File: config.mk
export PLATFORM = sky130hd
export DESIGN_NAME = wpot_bank
export DESIGN_NICKNAME = d
export VERILOG_FILES = /design/src/rtl/wpot_pkg.sv /design/src/rtl/wpot_nvtimer.sv /design/src/rtl/wpot_wiper.sv /design/src/rtl/wpot_bank.sv
export SDC_FILE = /design/constraint.sdc
export NUM_CORES = 1
export LEC_CHECK = 0
export ABC_AREA = 0
export BUFFER_PORTS_ARGS = -buffer_cell sky130_fd_sc_hd__buf_2
export CAP_MARGIN = 10
export CORE_AREA = 2 2 215 217
export CTS_CLUSTER_SIZE = 14
export DETAILED_ROUTE_END_ITERATION = 16
export DIE_AREA = 0 0 217 219
export GPL_TIMING_DRIVEN = 0
export PLACE_DENSITY = 0.41
export SETUP_SLACK_MARGIN = 0.05
export SLEW_MARGIN = 30
export SYNTH_ARGS = -nofsm -noshare
export SYNTH_HDL_FRONTEND = slang
export SYNTH_SLANG_ARGS = --single-unit
File: constraint.sdc
create_clock -name clk -period 4.6 [get_ports clk]
set_clock_uncertainty 0.05 [all_clocks]
set_input_delay 0.92 -clock clk [delete_from_list [all_inputs] [get_ports clk]]
set_output_delay 0.92 -clock clk [all_outputs]
set_load 0.01 [all_outputs]
File: src/rtl/wpot_pkg.sv
package wpot_pkg;
  typedef enum logic [2:0] {
    OP_LOAD_WIPER = 3'd0,
    OP_READ_WIPER = 3'd1,
    OP_STORE_BYTE = 3'd2,
    OP_READ_SET   = 3'd3,
    OP_RECALL     = 3'd4,
    OP_SAVE       = 3'd5,
    OP_STEP       = 3'd6,
    OP_READ_STAT  = 3'd7
  } op_e;
endpackage

File: src/rtl/wpot_nvtimer.sv
module wpot_nvtimer #(
  parameter int CYCLES = 1250000,
  localparam int CW = $clog2(CYCLES + 1)
) (
  input  logic clk,
  input  logic clr,
  input  logic start,
  output logic busy
);
  logic [CW-1:0] cnt;

  always_ff @(posedge clk) begin
    if (clr)             cnt <= '0;
    else if (start)      cnt <= CW'(CYCLES);
    else if (cnt != '0)  cnt <= cnt - 1'b1;
  end

  assign busy = (cnt != '0);


  wip_start_chk: assert property (@(posedge clk) disable iff (clr)
    start |=> busy);

  wip_idle_chk: assert property (@(posedge clk) disable iff (clr)
    (!busy && !start) |=> !busy);
endmodule

File: src/rtl/wpot_wiper.sv
module wpot_wiper #(
  parameter int W = 8,
  localparam int TAPS = 1 << W
) (
  input  logic            clk,
  input  logic            rst_ld,
  input  logic [W-1:0]    rst_val,
  input  logic            ld_en,
  input  logic [W-1:0]    ld_val,
  input  logic            step_en,
  input  logic            step_up,
  output logic [W-1:0]    pos,
  output logic [TAPS-1:0] tap
);
  localparam logic [W-1:0] TOP = '1;

  always_ff @(posedge clk) begin
    if (rst_ld)       pos <= rst_val;
    else if (ld_en)   pos <= ld_val;
    else if (step_en) begin
      if (step_up && pos != TOP)       pos <= pos + 1'b1;
      else if (!step_up && pos != '0)  pos <= pos - 1'b1;
    end
  end

  always_comb begin
    tap = '0;
    tap[pos] = 1'b1;
  end


  step_top_chk: assert property (@(posedge clk) disable iff (rst_ld)
    (step_en && !ld_en && step_up && pos == TOP) |=> pos == TOP);

  step_bot_chk: assert property (@(posedge clk) disable iff (rst_ld)
    (step_en && !ld_en && !step_up && pos == '0) |=> pos == '0);

  load_chk: assert property (@(posedge clk) disable iff (rst_ld)
    ld_en |=> pos == $past(ld_val));

  tap_onehot_chk: assert property (@(posedge clk) disable iff (rst_ld)
    $countones(tap) == 1);
endmodule

File: src/rtl/wpot_bank.sv
module wpot_bank #(
  parameter int NCH = 2,
  parameter int W = 8,
  parameter int NDR = 4,
  parameter logic [7:0] DR_INIT = 8'h80,
  parameter int WR_CYCLES = 1250000,
  localparam int CHW = (NCH > 1) ? $clog2(NCH) : 1,
  localparam int RW = (NDR > 1) ? $clog2(NDR) : 1,
  localparam int TAPS = 1 << W
) (
  input  logic                 clk,
  input  logic                 por_n,
  input  logic                 rst_n,
  input  logic                 wp_n,
  input  logic                 cmd_valid,
  output logic                 cmd_ready,
  input  logic [2:0]           cmd_op,
  input  logic [CHW-1:0]       cmd_ch,
  input  logic [RW-1:0]        cmd_reg,
  input  logic [W-1:0]         cmd_data,
  output logic                 rsp_valid,
  input  logic                 rsp_ready,
  output logic [W-1:0]         rsp_data,
  output logic                 wip,
  output logic [NCH*W-1:0]     wiper_pos,
  output logic [NCH*TAPS-1:0]  tap_sel
);
  import wpot_pkg::*;

  op_e          op;
  logic         any_rst, acc, nv_req, nv_go, is_read;
  logic [W-1:0] nv_val, rd_val;
  logic [W-1:0] dr  [NCH][NDR];
  logic [W-1:0] pos [NCH];

  assign op        = op_e'(cmd_op);
  assign any_rst   = !por_n || !rst_n;
  assign cmd_ready = !rsp_valid && !any_rst;
  assign acc       = cmd_valid && cmd_ready;
  assign nv_req    = acc && (op == OP_STORE_BYTE || op == OP_SAVE);
  assign nv_go     = nv_req && wp_n && !wip;
  assign nv_val    = (op == OP_STORE_BYTE) ? cmd_data : pos[cmd_ch];
  assign is_read   = (op == OP_READ_WIPER) || (op == OP_READ_SET) || (op == OP_READ_STAT);

  always_ff @(posedge clk) begin
    if (!por_n) begin
      for (int c = 0; c < NCH; c++)
        for (int r = 0; r < NDR; r++)
          dr[c][r] <= W'(DR_INIT);
    end else if (nv_go) begin
      dr[cmd_ch][cmd_reg] <= nv_val;
    end
  end

  wpot_nvtimer #(.CYCLES(WR_CYCLES)) u_timer (
    .clk(clk), .clr(any_rst), .start(nv_go), .busy(wip)
  );

  for (genvar c = 0; c < NCH; c++) begin : g_ch
    logic sel;
    assign sel = (cmd_ch == CHW'(c));
    wpot_wiper #(.W(W)) u_wiper (
      .clk     (clk),
      .rst_ld  (any_rst),
      .rst_val (!por_n ? W'(DR_INIT) : dr[c][0]),
      .ld_en   (acc && sel && (op == OP_LOAD_WIPER || op == OP_RECALL)),
      .ld_val  ((op == OP_LOAD_WIPER) ? cmd_data : dr[c][cmd_reg]),
      .step_en (acc && sel && op == OP_STEP),
      .step_up (cmd_data[0]),
      .pos     (pos[c]),
      .tap     (tap_sel[c*TAPS +: TAPS])
    );
    assign wiper_pos[c*W +: W] = pos[c];
  end

  always_comb begin
    unique case (op)
      OP_READ_WIPER: rd_val = pos[cmd_ch];
      OP_READ_SET:   rd_val = dr[cmd_ch][cmd_reg];
      default:       rd_val = {{(W-1){1'b0}}, wip};
    endcase
  end

  always_ff @(posedge clk) begin
    if (any_rst) begin
      rsp_valid <= 1'b0;
      rsp_data  <= '0;
    end else if (acc && is_read) begin
      rsp_valid <= 1'b1;
      rsp_data  <= rd_val;
    end else if (rsp_ready) begin
      rsp_valid <= 1'b0;
    end
  end


  rsp_hold_chk: assert property (@(posedge clk) disable iff (any_rst)
    (rsp_valid && !rsp_ready) |=> (rsp_valid && $stable(rsp_data)));

  no_accept_busy_chk: assert property (@(posedge clk) disable iff (any_rst)
    rsp_valid |-> !cmd_ready);

  wp_block_chk: assert property (@(posedge clk) disable iff (any_rst)
    (nv_req && !wp_n && !wip) |=> !wip);

  rsp_rise_chk: assert property (@(posedge clk) disable iff (any_rst)
    (acc && is_read) |=> rsp_valid);
endmodule

==> flow_results.org <==
** Run status
- The flow ran to the end, and the final reports show no timing, DRC or antenna violations.

** Clock tree
- In this run, post-CTS repair resized a total of 0 instances.
- Clock latency on the worst-skew pair, taken at its later pin, is 0.35 ns.
- Clk slew on worst S/H paths :: roughly 0.07 ns
- Post-CTS Setup Repair Bufs :: 0
- Number of CTS-inserted buffers :: 9
- In this run, post-CTS hold repair placed 0 buffers.
- TritonCTS built the clock tree.
- Number of buffers on the longest clock path :: 2
- Counting every sink on the clock net gives 110.
- The H-tree was split into 3 levels.
- The tree is rooted in a sky130_fd_sc_hd__clkbuf_16.

** Die
- Die W :: roughly 220 µm
- The die covers ~0.048 mm².
- I/O pins :: between 500 and 600
- In this run the core area contains 78 standard-cell rows.
- Once the floorplan was initialized, standard cells occupied a little under a fifth of the core.
- After floorplanning, the core was sized to cover between 0.04 and 0.05 mm².
- Die height :: ~220 µm

** Synthesis
- Proportion of register bits with asynchronous set or reset after synthesis :: 0%
- sky130_fd_sc_hd__nor2_1 takes more of the synthesized area than any other cell.
- Area fraction of the dominant cell type after synthesis :: between 20% and 30%
- Dominant synthesized flop cell :: sky130_fd_sc_hd__edfxtp_1
- When the netlist entered floorplanning its net count stood at around 1300.
- Synthesis inferred between 100 and 150 register bits.
- By count the netlist is led by 604 x sky130_fd_sc_hd__nor2_1, 107 x sky130_fd_sc_hd__clkbuf_1, 88 x sky130_fd_sc_hd__nand2_1.
- A synthesized cell averages 6.79 µm².
- The number of different library cells used by synthesis comes to 56.
- Cell area after technology mapping :: about 0.0086 mm²
- The Yosys step of the flow raised 0 warnings.
- By area the synthesized netlist is led by sky130_fd_sc_hd__nor2_1 26%, sky130_fd_sc_hd__edfxtp_1 25%, sky130_fd_sc_hd__dfxtp_1 8.8%, sky130_fd_sc_hd__clkbuf_1 4.7%, sky130_fd_sc_hd__mux4_2 4.2%.
- Share of synthesized area occupied by flip-flops and latches :: about a third
- sky130_fd_sc_hd__nor2_1 is the most common cell in the netlist.
- Synthesized netlist cell count :: about 1300
- Counting flops with a built-in enable in the synthesized netlist gives between 70 and 80.

** STA
- For this run, the top clock speed supported by timing is around 230 MHz.
- Measured against its own limit, the worst slew margin works out to approximately 25%.
- Dividing the final minimum period by the clock period gives between 90 and 100%.
- Time the final worst path needs with I/O delays and setup :: 4.32 ns
- Setup repair after global routing left no endpoint under its margin.
- Setup-failing EPs final :: 0
- Summed negative setup slack over all endpoints :: 0 ns
- At the pin with the least slew margin, the transition time is 1.12 ns.
- Final count of hold timing violations :: 0
- Final count of pins violating max slew :: 0

** Power
- IR analysis of the VDD net gives a maximum drop of between 0.2 and 0.3 mV.
- In this run the power density over the cells is 285 mW/mm².
- Static power due to leakage :: 5.98 nW

** Cells and area
- Number of diodes added for antenna fixing :: 0
- Summing all non-filler instances in the final layout gives an area of 0.0124 mm².
- The count of cells in the finished layout, fillers not included, comes to ~2400.
- In the final design database the tool counted roughly 1900 nets.
- The post-route netlist has about 33% of its cells at a drive strength greater than 1.
- Relative to the synthesized area, the layout overhead comes to 44.8%.

** Worst setup path
- Maximum fanout along the worst path :: 9
- Data on the critical path is required at its endpoint by 4.66 ns.
- Critical path startpoint category :: flip-flop
- Data arrival time of the worst path :: about 4.4 ns
- The worst setup path is captured at a flip-flop.
- Critical setup path kind :: flip-flop to flip-flop
- R2R Setup Slk :: 0.28 ns

** Job
- MaxCap Viol Count :: 0

** Global route
- Global routing consumed, over all layers together, a little over a fifth of the routing resources.
- The number of global-route vias before repair came to 10100.
- Wire length of the first global-routing pass :: 75100 µm
- Total grt overflow :: 0
- The number of antenna violations at the first check in global routing was 4.
- Maximum number of pins on one net before global-route repair :: 18

** Detailed routing
- The detailed router placed 11800 vias in this run.
- DR WL/cell :: 23.0 µm
- The first detailed-routing pass took 5 iterations.
- After detailed routing, the number of remaining DRC violations is 0.
- DR iter-0 viols :: just over 1000
- Post-route antenna net violation count :: 0
- Via-to-Cell Ratio :: ~4.8
- WL final :: around 56000 µm

** Placement
- Routability-driven placement finished with a final weighted congestion of 0.926.
- Count of port buffers added during placement :: between 500 and 600
- Once placement completed, the tool counted placed cells totaling between 2000 and 2500.
- Instance area after placement :: ~0.012 mm²
- Post-detail-place hpwl :: between 40000 and 50000 µm

** Min path
- Hold/Removal Path Class :: flip-flop to flip-flop
stage by stage:
stage	power, mW	worst slack [ns]	util [%]	hold slack (ns)
3_5_place_dp	2.74	0.344	27.0	0.416
5_1_grt	3.77	0.0581	27.6	0.454
2_1_floorplan	2.22	1.25	-	0.396
6_report	3.55	0.276	27.6	0.427
3_3_place_gp	2.73	-0.187	26.9	0.411
4_1_cts	3.57	0.326	27.6	0.428
routing by layer:
layer / vias to the layer above / part of all wire, % / track usage, %
li1: 5317 / - / -
met1: 5729 / 44 / 30.3
met2: 641 / 46 / 34.9
met3: 79 / 7.6 / 3.96
met4: 2 / 1.8 / 4.52
met5: - / 0.029 / 0
cells in the final DEF (no fill, tap or decap), types with 6 or more instances in the layout:
cell / count
sky130_fd_sc_hd__mux2i_1: 18
sky130_fd_sc_hd__buf_2: 557
sky130_fd_sc_hd__a211oi_1: 13
sky130_fd_sc_hd__or4_1: 6
sky130_fd_sc_hd__o211ai_1: 6
sky130_fd_sc_hd__inv_1: 9
sky130_fd_sc_hd__xnor2_1: 11
sky130_fd_sc_hd__a21oi_1: 24
sky130_fd_sc_hd__dfxtp_1: 38
sky130_fd_sc_hd__nand2b_1: 15
sky130_fd_sc_hd__nor2_1: 604
sky130_fd_sc_hd__o21ai_0: 31
sky130_fd_sc_hd__mux4_2: 16
sky130_fd_sc_hd__nor2b_1: 23
sky130_fd_sc_hd__or3_1: 10
sky130_fd_sc_hd__clkbuf_16: 9
sky130_fd_sc_hd__ha_1: 15
sky130_fd_sc_hd__xor2_1: 7
sky130_fd_sc_hd__nand2_1: 88
sky130_fd_sc_hd__nand3_1: 46
sky130_fd_sc_hd__nand4_1: 6
sky130_fd_sc_hd__nor3_1: 14
sky130_fd_sc_hd__clkbuf_1: 108
sky130_fd_sc_hd__edfxtp_1: 72
sky130_fd_sc_hd__o21ai_1: 10
sky130_fd_sc_hd__o22ai_1: 8
power by group:
part | total (mW) | switching (mW) | internal (mW)
logic | 1.52 | 1.05 | 0.470
registers | 1.22 | 0.0794 | 1.14
clock network | 0.803 | 0.366 | 0.437
flip-flops by register name, indices dropped and copies added (netlist names):
signal / flops
u_timer.cnt: 21
rsp_data: 8
g_ch.u_wiper.pos: 16
dr: 64
rsp_valid: 1
kinds of logic (layout without fill, tap and decap cells):
logic type      Yosys count  count (layout)  share of synthesized area [%]
mux                      34              34                           6.29
simple gates            838             838                           40.5
buf+inv                 122             693                           5.54
flops                   110             110                           34.0
fa+ha+maj                17              17                           2.65
compound gates          127             127                           9.24
xor+xnor                 18              18                           1.83
area by class of cell:
cell class	instances	area, µm²
fill	5156	32600
multi-input combinational	1034	5220
sequential	110	2920
timing repair buffer	555	2780
tap	600	751
buffer	113	443
clock buffer	11	243
clock inverter	5	55.1
inverter	9	33.8
worst paths after layout:
check | startpoint | end | cells after the start
min reg2reg | u_timer.cnt[15] | u_timer.cnt[15] | 2
min | u_timer.cnt[15] | u_timer.cnt[15] | 2
max | g_ch[1].u_wiper.pos[6] | g_ch[1].u_wiper.pos[6] | 9
max reg2reg | g_ch[1].u_wiper.pos[6] | g_ch[1].u_wiper.pos[6] | 9
worst max-delay path, stage by stage, from the launching register on:
cell and delay (ns):
sky130_fd_sc_hd__edfxtp_1 0.52, sky130_fd_sc_hd__clkbuf_1 0.43, sky130_fd_sc_hd__nand4_1 0.69, sky130_fd_sc_hd__o21ai_1 0.86, sky130_fd_sc_hd__ha_1 0.41, sky130_fd_sc_hd__a21o_1 0.20, sky130_fd_sc_hd__a21oi_1 0.22, sky130_fd_sc_hd__o21ai_0 0.16
sky130_fd_sc_hd__a211o_1 0.29, sky130_fd_sc_hd__a32o_1 0.24
Note: power is estimated with default switching activity, not from simulation.
